--- config.mk ---
export PLATFORM = sky130hd
export DESIGN_NAME = smul_seq
export DESIGN_NICKNAME = d
export VERILOG_FILES = /design/src/rtl/smul_pkg.sv /design/src/rtl/smul_ctrl.sv /design/src/rtl/smul_dpath.sv /design/src/rtl/smul_sign.sv /design/src/rtl/smul_seq.sv
export SDC_FILE = /design/constraint.sdc
export NUM_CORES = 1
export LEC_CHECK = 0
export CAP_MARGIN = 5
export CORE_MARGIN = 10
export CORE_UTILIZATION = 40
export DETAILED_ROUTE_END_ITERATION = 8
export DONT_BUFFER_PORTS = 1
export REMOVE_ABC_BUFFERS = 1
export SETUP_SLACK_MARGIN = 0.05
export SYNTH_ARGS = -nofsm -noshare
export SYNTH_HDL_FRONTEND = slang
export SYNTH_HIERARCHICAL = 1
export SYNTH_SLANG_ARGS = --single-unit
export TNS_END_PERCENT = 20
--- constraint.sdc ---
create_clock -name clk -period 6.4 [get_ports clk]
set_clock_uncertainty 0.1 [all_clocks]
set_input_delay 1.28 -clock clk [delete_from_list [all_inputs] [get_ports clk]]
set_output_delay 1.28 -clock clk [all_outputs]
set_load 0.02 [all_outputs]
--- src/rtl/smul_pkg.sv ---
package smul_pkg;
   typedef enum logic {
      ST_IDLE = 1'b0,
      ST_RUN  = 1'b1
   } smul_state_e;
endpackage

--- src/rtl/smul_ctrl.sv ---
module smul_ctrl #(
   parameter int MAG_W = 7
) (
   input  logic clk,
   input  logic rst_n,
   input  logic start,
   output logic load,
   output logic step,
   output logic last,
   output logic busy
);
   import smul_pkg::*;
   localparam int CNT_W = $clog2(MAG_W + 1);

   smul_state_e state_q;
   logic [CNT_W-1:0] cnt_q;

   assign busy = (state_q == ST_RUN);
   assign load = start && (state_q == ST_IDLE);
   assign step = busy;
   assign last = step && (cnt_q == CNT_W'(MAG_W - 1));

   always_ff @(posedge clk or negedge rst_n) begin
      if (!rst_n) begin
         state_q <= ST_IDLE;
         cnt_q   <= '0;
      end else if (load) begin
         state_q <= ST_RUN;
         cnt_q   <= '0;
      end else if (last) begin
         state_q <= ST_IDLE;
         cnt_q   <= '0;
      end else if (step) begin
         cnt_q   <= cnt_q + 1'b1;
      end
   end
endmodule

--- src/rtl/smul_dpath.sv ---
module smul_dpath #(
   parameter int MAG_W = 7
) (
   input  logic               clk,
   input  logic               rst_n,
   input  logic               load,
   input  logic               step,
   input  logic [MAG_W-1:0]   mcand_in,
   input  logic [MAG_W-1:0]   mplier_in,
   output logic [2*MAG_W-1:0] next_mag
);
   logic [MAG_W-1:0] mcand_q;
   logic [MAG_W-1:0] hi_q;
   logic [MAG_W-1:0] lo_q;
   logic [MAG_W-1:0] part;
   logic [MAG_W:0]   sum;

   // gate the multiplicand with the examined multiplier bit
   for (genvar i = 0; i < MAG_W; i++) begin : g_gate
      assign part[i] = mcand_q[i] & lo_q[0];
   end

   assign sum      = {1'b0, hi_q} + {1'b0, part};
   assign next_mag = {sum, lo_q[MAG_W-1:1]};

   always_ff @(posedge clk or negedge rst_n) begin
      if (!rst_n) begin
         mcand_q <= '0;
         hi_q    <= '0;
         lo_q    <= '0;
      end else if (load) begin
         mcand_q <= mcand_in;
         hi_q    <= '0;
         lo_q    <= mplier_in;
      end else if (step) begin
         {hi_q, lo_q} <= next_mag;
      end
   end
endmodule

--- src/rtl/smul_sign.sv ---
module smul_sign #(
   parameter int MAG_W = 7
) (
   input  logic               clk,
   input  logic               rst_n,
   input  logic               load,
   input  logic               sign_a,
   input  logic               sign_b,
   input  logic [2*MAG_W-1:0] mag,
   output logic               neg
);
   logic differ_q;

   always_ff @(posedge clk or negedge rst_n) begin
      if (!rst_n)    differ_q <= 1'b0;
      else if (load) differ_q <= sign_a ^ sign_b;
   end

   // a zero magnitude never carries a negative sign
   assign neg = differ_q && (|mag);
endmodule

--- src/rtl/smul_seq.sv ---
module smul_seq #(
   parameter int OP_W = 8
) (
   input  logic              clk,
   input  logic              rst_n,
   input  logic              start,
   input  logic [OP_W-1:0]   a_in,
   input  logic [OP_W-1:0]   b_in,
   output logic              busy,
   output logic              done,
   output logic [2*OP_W-1:0] product
);
   localparam int MAG_W = OP_W - 1;
   localparam int RES_W = 2 * OP_W;
   localparam int PAD   = RES_W - 1 - 2 * MAG_W;

   initial begin
      assert (OP_W >= 3) else $error("OP_W must be at least 3");
   end

   logic load, step, last, neg;
   logic [2*MAG_W-1:0] next_mag;
   logic [RES_W-1:0]   prod_q;
   logic               done_q;

   smul_ctrl #(.MAG_W(MAG_W)) u_ctrl (
      .clk(clk), .rst_n(rst_n), .start(start),
      .load(load), .step(step), .last(last), .busy(busy)
   );

   smul_dpath #(.MAG_W(MAG_W)) u_dpath (
      .clk(clk), .rst_n(rst_n), .load(load), .step(step),
      .mcand_in(a_in[MAG_W-1:0]), .mplier_in(b_in[MAG_W-1:0]),
      .next_mag(next_mag)
   );

   smul_sign #(.MAG_W(MAG_W)) u_sign (
      .clk(clk), .rst_n(rst_n), .load(load),
      .sign_a(a_in[OP_W-1]), .sign_b(b_in[OP_W-1]),
      .mag(next_mag), .neg(neg)
   );

   always_ff @(posedge clk or negedge rst_n) begin
      if (!rst_n) begin
         prod_q <= '0;
         done_q <= 1'b0;
      end else begin
         done_q <= last;
         if (last) prod_q <= {neg, {PAD{1'b0}}, next_mag};
      end
   end

   assign product = prod_q;
   assign done    = done_q;
endmodule

Yosys cells after proc, flatten, opt, wreduce, memory -nomap -nowiden
Index checks and enable logic that the tools add are counted.
- register bits after elaboration: 42
- input bits: 19
- output and inout port bits: 18
- logic and storage cells: 36
- add/sub/neg operators: 2
- equal/unequal tests: 1
- multiplexer cells: 9
- bitwise logic cells: 9
- reductions and logical operators: 7
- operators with widths (cell ; count):
    2-to-1 mux 7 bit ; 4
    OR reduction 14 bit ; 1
    2-to-1 mux 3 bit ; 3
    adder 7 x 7 -> 8 bit ; 1
    bitwise AND 1 bit ; 7
    nonzero test 2 bit ; 2
    adder 3 x 1 -> 3 bit (second input constant) ; 1
    == test 3 bit (second input constant) ; 1
    logical AND 1 bit ; 3
    nonzero test 3 bit ; 1
    2-to-1 mux 1 bit ; 2
    inverter 1 bit ; 1
    bitwise XOR 1 bit ; 1

Longest topological paths before layout
Gate-level depths: netlist of the first run.
- word-level depth: 4
- mapped depth: 9

Modules after synthesis
Netlist of the first run, hierarchy kept.
- modules (own cells, without submodules) (module ; instances ; cells an instance ; area each (µm²) ; seq. area each (µm²)):
    smul_dpath ; 1 ; 118 ; 1260.0 ; 525.5
    smul_seq ; 1 ; 35 ; 649.4 ; 400.4
    smul_ctrl ; 1 ; 19 ; 220.2 ; 100.1
    smul_sign ; 1 ; 10 ; 77.6 ; 25.0

Least setup slack after synthesis of the first run
No wires, ideal clock.
- path kind: reg-to-reg
- start: reg u_dpath.lo_q[0]
- end: reg prod_q[15], in the netlist product[15]
- library setup time: 125 ps
- data arrival time: 2317 ps
- slack: 3859 ps
- stages on the path, launching flop included: 10
- path buffers: 0
- cells stage by stage: dfrtp_1 -> and2_1 -> ha_1 -> fa_1 -> a21o_1 -> a21oi_1 -> xnor2_1 -> nor4_1 -> a41oi_1 -> mux2_2
- longest elaborated chain between the ends: 4
- RTL lines (item ; line ; text):
    start, declared ; smul_dpath.sv:14 ; logic [MAG_W-1:0] lo_q;
    start signal, assigned ; smul_dpath.sv:34 ; lo_q <= mplier_in;
    start signal, assigned ; smul_dpath.sv:36 ; {hi_q, lo_q} <= next_mag;
    bitwise AND 1 bit ; smul_dpath.sv:20 ; assign part[i] = mcand_q[i] & lo_q[0];
    adder 7 x 7 -> 8 bit (*) ; smul_dpath.sv:23 ; assign sum = {1'b0, hi_q} + {1'b0, part};
    net next_mag[10] ; smul_seq.sv:22 ; logic [2*MAG_W-1:0] next_mag;
    OR reduction 14 bit (*) ; smul_sign.sv:20 ; assign neg = differ_q && (|mag);
    logical AND 1 bit (*) ; smul_sign.sv:20 ;
    net neg ; smul_seq.sv:21 ; logic load, step, last, neg;
    end signal, assigned ; smul_seq.sv:49 ; if (last) prod_q <= {neg, {PAD{1'b0}}, next_mag};
    end, declared ; smul_seq.sv:23 ; logic [RES_W-1:0] prod_q;
Mark *: on every way through the listed nets, which the timed path passes. The rest lies on a longest branch.
A chain may end at the register's enable or synchronous reset.

Worst setup path in the final report of the first run
Same ends and word-level chain as after synthesis.

==> metrics.txt, run 1 <==
Syn Area/Cell=12.1 sq um; DR WL/cell=18.7 um; Sw Pwr=approximately 520 uW; Comb power frac=a little over two fifths; Post-synth top cells=dfrtp_1, mux2_2, nor2_1, buf_4, mux2_4; FFs w/ async S/R, synth=between 90% and 100%; CORE AREA=between 5000 and 6000 sq um; Tot GR Track Use=a little over a tenth; cell accounting for the most synthesized area=dfrtp_1; Hold Vio Cnt, Final=0; required time of the critical path=6.48 ns; CTS buffer count=5; M2 GR Usage=about 16%; register area share after synthesis=between 40% and 50%; worst hold path class=reg2reg; final worst path period need=approximately 2.8 ns; sw frac=39.8%; CTS root buf=clkbuf_8; initial antenna violation count=0; Synth area leaders=dfrtp_1, mux2_4, mux2_2; Starting Density=between 40% and 50%; max_cap viols=0; non-filler instance count after layout=about 250; top-count cell post-synth=dfrtp_1; Reg power frac=41.8%; largest net degree at the start of global routing=43; Setup CP Type=reg2reg; WP data arrival=~2.9 ns; n_diodes=0; Die Area=8890 sq um; fmax=around 360 MHz; vias in the first global route=1435; Post-synth EDFFs=0; I/O Buffers=0; Internal Power=790 uW; Cell Area, Placed=around 2200 sq um; total grt overflow=0; leakage power=about 1.1 nW; nets=just over 200; clock transition at the registers of the reported paths=0.08 ns; Die Span Y=between 90 and 100 um; Final Power=roughly 1.3 mW; Post-CTS Hold Buffers=0; # resized after CTS=0; Worst-Skew Late Latency=~0.3 ns; fin area=between 2000 and 2500 sq um; Max Slew Vio Count=0; Final WS setup=about 3.6 ns; drt initial violations=85; Main synth FF type=dfrtp_1; PD cells=between 500 and 600 nW/um^2; outcome=completed; Yosys reg bits=42; mapped cell area=2210 sq um; RSZ-0062 raised after global routing=no; maximum vdd drop=a little under 0.2 mV; final setup fails=0; Post-DP HPWL=~3.3 mm; Rows=26; Synthesis Warnings=6; top cell type's share of synthesized area=47.6%; Clk pwr share=16.1%; Die X=roughly 94 um; CP Capture Type=register; Post-Route WL=approximately 4.6 mm; most crowded layer after global routing=met2; Unique masters post-synth=42; global-route wire length before repair=about 7.6 mm; Post-Syn Instances=182; Synth-to-Final Area Change=4.20%; Final TNS setup=0 ns; via density per instance=between 5 and 6; I/O pin cnt=37; CTS tree=done; H-tree depth=2; drt pass-1 iters=4; # DRC=0; RePlAce Congestion=around 0.80; cell total after placement=between 200 and 250; GRT met3 Usage=under 10%; Vias=roughly 1300; CTS Sinks=42; Setup crit start kind=register; pre-CTS WS=around 3.6 ns; Clock Path Buffers=2; number of routed nets with antenna violations=0; grt met1 use=roughly 14%; final worst path period share=between 40% and 50%; FILL cells=roughly 500; crit-path max FO=8; postcts setup bufs=0; layout cells sized above 1=between 20% and 30%
## placed cells by master (no fill, tap or decap), types with 5 or more instances in the layout
cell,netlist,routed
mux2i_1,8,8
a21oi_1,5,5
mux2_4,10,10
ha_1,9,9
nor4_1,5,5
clkbuf_8,0,5
and2_1,7,7
o21ai_0,7,7
dfrtp_1,42,42
nor2_1,13,13
nand2_1,9,9
mux2_2,13,13
## worst paths after layout
check                                    from                 end  slack (ns)  depth (start not counted)
max in group asynchronous               rst_n          product[7]        5.54                          0
min in group asynchronous               rst_n          product[3]        0.56                          0
min reg2reg                u_dpath/mcand_q[0]  u_dpath/mcand_q[0]        0.41                          1
min                        u_dpath/mcand_q[0]  u_dpath/mcand_q[0]        0.41                          1
max reg2reg                   u_dpath/lo_q[0]         product[15]        3.62                          9
max                           u_dpath/lo_q[0]         product[15]        3.62                          9
## layer usage
layer  vias to the layer above  wire [um]
met4                         0         34
li1                        635          -
met1                       663       2100
met2                        39       2090
met3                         4        386
met5                         -          0
## metrics by stage
stage / hold slack (ns) / utilization (%)
floorplan: 0.372 / -
global placement: 0.389 / 41.7
detailed placement: 0.397 / 41.7
CTS: 0.420 / 43.9
global route: 0.434 / 43.9
finish: 0.411 / 43.9
## registers in the layout, indices dropped and copies added (netlist names)
signal / cells
product: 15
done: 1
u_dpath/mcand_q: 7
u_sign/differ_q: 1
u_ctrl/busy: 1
u_dpath/lo_q: 7
u_ctrl/cnt_q: 3
u_dpath/hi_q: 7
## power by group through the flow
stage	Sequential, mW	Clock (mW)	Combinational (mW)
after floorplan	0.534	0	0.432
after global placement	0.554	0	0.540
after detailed placement	0.560	0	0.551
after CTS	0.555	0.220	0.552
after global routing	0.573	0.230	0.619
final	0.549	0.212	0.552
## kinds of logic after synthesis
group,after synthesis,synth area share [%]
AO/OA/AOI/OAI,30,9.92
XOR/XNOR,5,1.98
adder cells (fa/ha/maj),10,6.01
buffers and inverters,18,6.24
flip-flops,42,47.6
multiplexers,31,17.1
other,1,0.170
AND/OR/NAND/NOR,45,11.0
## area by class of cell
type                            count  area (sq um)  share of cell area (%)
Clock buffer                        5          68.8                    2.99
Tap cell                           70          87.6                    3.81
Multi-Input combinational cell    122          1020                    44.4
Timing Repair Buffer                2          15.0                   0.653
Sequential cell                    42          1050                    45.7
Inverter                            3          11.3                   0.490
Clock inverter                      3          45.0                    1.96
## critical path, cell delays in order, from the launching register on
cell	delay, ns
dfrtp_1	0.44
and2_1	0.17
ha_1	0.20
fa_1	0.41
a21o_1	0.22
a21oi_1	0.27
xnor2_1	0.14
nor4_1	0.29
a41oi_1	0.14
mux2_2	0.28
Power figures use the tool's default switching activity.
==> run 2: changes to the inputs <==
==> constraint.sdc (replaced) <==
create_clock -name clk -period 2.3 [get_ports clk]
set_clock_uncertainty 0.1 [all_clocks]
set_input_delay 0.46 -clock clk [delete_from_list [all_inputs] [get_ports clk]]
set_output_delay 0.46 -clock clk [all_outputs]
set_load 0.02 [all_outputs]
==> run 2 against run 1 <==
Count of clock-buffer cells in the layout stayed put. Largest power group unchanged. Via count is 8.9% higher. Total power grew to 3.3 times the previous value. The flow now finishes with violations (negative setup slack). Critical endpoint unchanged. Register-to-register slack worse by 3.9 ns. Setup slack worse by 3.9 ns. Non-clock buffer count is 26 higher. Global-route usage is 1.5 points higher. Clock power grew to 2.8 times the previous value. Sequential power grew to 2.8 times the previous value. Utilization is 6.2 points higher. Critical path depth stayed put.
==> metrics.txt, run 2 (same netlist as run 1, synthesis figures left out) <==
outcome=complete, but fails checks; failing checks=negative setup slack; number of routed nets with antenna violations=0 (unchanged); total grt overflow=0 (unchanged); Rows=26 (unchanged); Clock Path Buffers=2 (unchanged); vias in the first global route=1526 (+6.3%); Post-DP HPWL=3.78 mm (+15%); leakage power=1.25 nW (+15%); fmax=387 MHz (+7.6%); # DRC=0 (unchanged); commonest cells after routing, fill and taps aside=dfrtp_1, buf_4, mux2_2, nor2_1, mux2_4; worst hold path class=in2reg; Worst Hold Depth=2 (+1); Die Span Y=94.3 um (unchanged); Cell Area, Placed=2340 sq um (+7.2%); hold slack final=0.174 ns (-0.237 ns); slew margin rel.=approximately two thirds; Starting Density=42.1% (unchanged); max_cap viols=0 (unchanged); worst slew pin tran=approximately 0.52 ns; GRT met3 Usage=5.44% (+0.16 points); DR WL/cell=19.7 um (+5.5%); Die Area=8890 sq um (unchanged); Slowest cell on crit path=dfrtp_1; Max Slew Vio Count=0 (unchanged); via density per instance=5.35 (-1.4%); max reg flops=15 (unchanged); RSZ-0062 raised after global routing=yes; FILL cells=457 (-7.7%); final worst path period need=2.58 ns (-0.195 ns); I/O Buffers=0 (unchanged); Die X=94.3 um (unchanged); Worst-Skew Late Latency=0.30 ns (about the same); drt initial violations=76 (-11%); Reg2Reg Depth=9 (unchanged); Setup CP Type=reg2reg; final core utilization=50.1% (+6.2 points); RePlAce Congestion=0.843 (+4.9%); most crowded layer after global routing=met2; CP peak stage delay=0.38 ns (-0.06 ns); initial antenna violation count=0 (unchanged); Final TNS setup=-0.336 ns (-0.336 ns); layout cells sized above 1=38.4% (+17 points); Synth-to-Final Area Change=18.9%; M2 GR Usage=19.5% (+3.8 points); H-tree depth=2 (unchanged); commonest non-fill, non-tap cell in the layout=dfrtp_1; Setup crit start kind=register; Final WS setup=-0.283 ns (-3.90 ns); required time of the critical path=2.39 ns (-4.09 ns); PD cells=1650 nW/um^2 (+190%); clock transition at the registers of the reported paths=0.09 ns (about the same); Vias=1461 (+8.9%); final worst path period share=112% (+69 points); Post-Route WL=5.38 mm (+17%); Tot GR Track Use=12.3% (+1.5 points); grt met1 use=14.9% (+1.1 points); Hold Vio Cnt, Final=0 (unchanged); maximum vdd drop=0.582 mV (+200%); nets=231 (+13%); CTS root buf=clkbuf_8; fin area=2620 sq um (+14%); global-route wire length before repair=8.45 mm (+11%); WP data arrival=2.67 ns (-0.19 ns); CP Capture Type=register; CTS tree=done; final setup fails=2 (+2); crit-path cells=and2_1 > ha_2 > fa_2 > a21o_1 > a21oi_2 > xnor2_2 > nor4_2 > a41oi_1 > mux2_4; largest net degree at the start of global routing=43 (unchanged); crit-path max FO=2 (-6); n_diodes=0 (unchanged); CORE AREA=5240 sq um (unchanged); I/O pin cnt=37 (unchanged); drt pass-1 iters=4 (unchanged); CTS Sinks=42 (unchanged); CTS buffer count=5 (unchanged)
## run 2: path summary, 6_finish.rpt
kind	start	to	slack, ns
setup / recovery	u_dpath/mcand_q[0]	product[15]	-0.28
setup reg to reg	u_dpath/mcand_q[0]	product[15]	-0.28
hold reg to reg	u_dpath/mcand_q[6]	u_dpath/mcand_q[6]	0.41
hold / removal	b_in[5]	u_dpath/lo_q[5]	0.17
min in group asynchronous	rst_n	product[0]	0.53
max in group asynchronous	rst_n	u_dpath/lo_q[0]	1.37
## run 2: final cells by class
type	count	area, sq um	area share (%)
Clock buffer	5	68.8	2.62
Clock inverter	3	43.8	1.67
Inverter	3	11.3	0.429
Multi-Input combinational cell	122	1140	43.3
Sequential cell	42	1050	40.1
Tap cell	70	87.6	3.34
Timing Repair Buffer	28	225	8.58
## run 2: repair_timing
action	CTS	global route
endpoints found under the hold margin	42	0
pin swaps	10	8
setup endpoints to repair	5	6
setup buffers	1	2
resized for setup	12	7
hold buffers	2	0
## run 2: report_power, final
| group | internal, mW | switching, mW | total (mW) |
|---|---|---|---|
| registers | 1.10 | 0.456 | 1.55 |
| logic | 1.21 | 0.982 | 2.19 |
| clock network | 0.325 | 0.267 | 0.593 |
## run 2: stage by stage
step	power (mW)	std cells	setup slack, ns
2_1_floorplan	2.69	167	-0.467
3_3_place_gp	3.36	260	-0.272
3_5_place_dp	3.44	260	-0.432
4_1_cts	4.22	271	-0.329
5_1_grt	4.66	273	-0.413
6_report	4.34	273	-0.283
## run 2: layer usage
metal,vias up,wire (um)
li1,683,-
met1,736,2180
met2,37,2730
met3,5,445
met4,0,29
met5,-,0
## run 2: critical path: cells and delay by family, from the launching register on
| family | cells | cell delay, ns |
|---|---|---|
| AO/OA/AOI/OAI | 3 | 0.59 |
| XOR/XNOR | 1 | 0.10 |
| adder cells (fa/ha/maj) | 2 | 0.53 |
| flip-flops | 1 | 0.38 |
| multiplexers | 1 | 0.28 |
| AND/OR/NAND/NOR | 2 | 0.50 |
==> run 3: changes to the inputs <==
--- a/config.mk
+++ b/config.mk
@@ -7,9 +7,10 @@
 export LEC_CHECK = 0
 export CAP_MARGIN = 5
 export CORE_MARGIN = 10
-export CORE_UTILIZATION = 40
+export CORE_UTILIZATION = 60
 export DETAILED_ROUTE_END_ITERATION = 8
 export DONT_BUFFER_PORTS = 1
+export PLACE_DENSITY_LB_ADDON = 0.3
 export REMOVE_ABC_BUFFERS = 1
 export SETUP_SLACK_MARGIN = 0.05
 export SYNTH_ARGS = -nofsm -noshare
==> constraint.sdc (replaced) <==
create_clock -name clk -period 2.55 [get_ports clk]
set_clock_uncertainty 0.1 [all_clocks]
set_input_delay 0.51 -clock clk [delete_from_list [all_inputs] [get_ports clk]]
set_output_delay 0.51 -clock clk [all_outputs]
set_load 0.02 [all_outputs]
==> run 3 against run 2 <==
The run still ends with negative setup slack left. Sequential power shrank 9.7%. Non-clock buffer count shrank 14. Count of clock-buffer cells in the layout is the same. Total power shrank 15%. Clock power grew 4.0%. Die area shrank 27%. Critical path type unchanged. Critical endpoint unchanged. Largest power group unchanged.
==> metrics.txt, run 3 (same netlist as run 1, synthesis figures left out) <==
Post-DP HPWL=3.11 mm (-18%); RSZ-0062 raised after global routing=yes; Max Slew Vio Count=0 (unchanged); fmax=385 MHz (-0.64%); I/O pin cnt=37 (unchanged); commonest non-fill, non-tap cell in the layout=dfrtp_1; worst hold path class=in2reg; via density per instance=6.00 (+12%); CORE AREA=3440 sq um (-34%); Setup crit start kind=register; maximum vdd drop=0.709 mV (+22%); drt initial violations=122 (+61%); Final TNS setup=-0.0492 ns (+0.287 ns); required time of the critical path=2.64 ns (+0.25 ns); largest net degree at the start of global routing=43 (unchanged); final worst path period need=2.60 ns (+0.0166 ns); crit-path cells=buf_4 > and2_1 > ha_2 > a21o_1 > a31o_4 > nor3_2 > nor2_2 > nor4_2 > a41oi_1 > mux2_4; Clock Path Buffers=2 (unchanged); initial antenna violation count=0 (unchanged); # DRC=0 (unchanged); Storage cell area=1050 sq um (unchanged); cell total after placement=224 (-14%); failing checks=negative setup slack; Cell Area, Placed=2220 sq um (-5.1%); max reg flops=15 (unchanged); final core utilization=71.4% (+21 points); drt pass-1 iters=4 (unchanged); final setup fails=1 (-1); Post-Route WL=4.43 mm (-18%); Final Power=3.67 mW (-15%); Synth-to-Final Area Change=11.4%; Vias=1410 (-3.5%); CP peak stage delay=0.42 ns (+0.04 ns); FILL cells=238 (-48%); vias in the first global route=1424 (-6.7%); hold slack final=0.228 ns (+0.0537 ns); pre-CTS WS=-0.0605 ns (+0.372 ns); WP data arrival=2.69 ns (+0.02 ns); CTS buffer count=5 (unchanged); Setup CP Type=reg2reg; RePlAce Congestion=0.859 (+1.9%); CTS root buf=clkbuf_8; global-route wire length before repair=7.12 mm (-16%); CP bufs+invs=1 (+1); CTS Sinks=42 (unchanged); DR WL/cell=18.9 um (-4.3%); non-filler instance count after layout=235 (-14%); Tot GR Track Use=13.9% (+1.6 points); commonest cells after routing, fill and taps aside=dfrtp_1, mux2_2, buf_4, nor2_1, mux2_4; layout cells sized above 1=31.7% (-6.7 points); H-tree depth=2 (unchanged); I/O Buffers=0 (unchanged); Rows=21 (-19%); CP Capture Type=register; n_diodes=0 (unchanged); total grt overflow=0 (unchanged); nets=217 (-6.1%); leakage power=1.18 nW (-6.0%); Starting Density=64.1% (+22 points); fin area=2460 sq um (-6.3%); area of the multi-input gates=1080 sq um (-4.8%); Die Area=6500 sq um (-27%); Final WS setup=-0.0492 ns (+0.233 ns); clock transition at the registers of the reported paths=0.09 ns (about the same); Hold Vio Cnt, Final=0 (unchanged); Die Span Y=80.7 um (-14%); Worst-Skew Late Latency=0.30 ns (about the same); crit-path max FO=5 (+3); Crit path max-delay family=simple AND/OR/NAND/NOR gates; number of routed nets with antenna violations=0 (unchanged); max_cap viols=0 (unchanged); Die X=80.7 um (-14%); PD cells=1490 nW/um^2 (-9.8%); outcome=complete, but fails checks; Slowest cell on crit path=dfrtp_1; CTS tree=done; final worst path period share=102% (-10 points)
-- run 3: cell types whose count changed in the layout (fill, tap and decap cells not counted), sizes merged --
cell	before	now
buf	27	13
bufinv	1	2
inv	4	3
-- run 3: final timing paths --
check	start	endpoint	slack, ns	cells past startpoint
min in group asynchronous	rst_n	product[3]	0.59	2
max in group asynchronous	rst_n	u_dpath/mcand_q[3]	1.56	2
max reg2reg	u_dpath/lo_q[0]	product[15]	-0.05	10
min	b_in[5]	u_dpath/lo_q[5]	0.23	2
min reg2reg	u_dpath/mcand_q[5]	u_dpath/mcand_q[5]	0.40	1
max	u_dpath/lo_q[0]	product[15]	-0.05	10
-- run 3: per-layer routing --
layer	wire [um]	up-vias	part of all wire, %	global-route usage, %
li1	-	656	-	-
met4	104	0	2.3	5.71
met2	2240	40	50	22.7
met5	0	-	0	0
met1	1810	705	41	16.2
met3	279	9	6.3	4.79
-- run 3: cell type report --
type | instances | share of cell area (%)
Multi-Input combinational cell | 122 | 44.0
Sequential cell | 42 | 42.7
Timing Repair Buffer | 14 | 4.89
Clock buffer | 5 | 2.80
Clock inverter | 3 | 2.80
Tap cell | 46 | 2.34
Inverter | 3 | 0.458
-- run 3: repair_timing --
item                       in CTS  in global routing
setup buffers                   0                  1
gates resized for setup         4                  9
hold endpoints to repair       42                  0
cloned                          0                  0
setup endpoints to repair       1                  1
pin swaps                       5                  6
hold buffers                    2                  0
-- run 3: worst reg2reg max path, stage by stage, from the launching register on --
cell and delay, ns:
dfrtp_1 0.42, buf_4 0.17, and2_1 0.13, ha_2 0.19, a21o_1 0.21, a31o_4 0.23
nor3_2 0.17, nor2_2 0.07, nor4_2 0.30, a41oi_1 0.20, mux2_4 0.30
-- run 3: where the power goes --
group          leakage (nW)  total, mW  internal (mW)  switching [mW]
Combinational         0.594       1.65          0.887           0.767
Sequential            0.516       1.40          0.989           0.406
Clock                0.0683      0.617          0.392           0.225
Total                  1.18       3.67           2.27            1.40
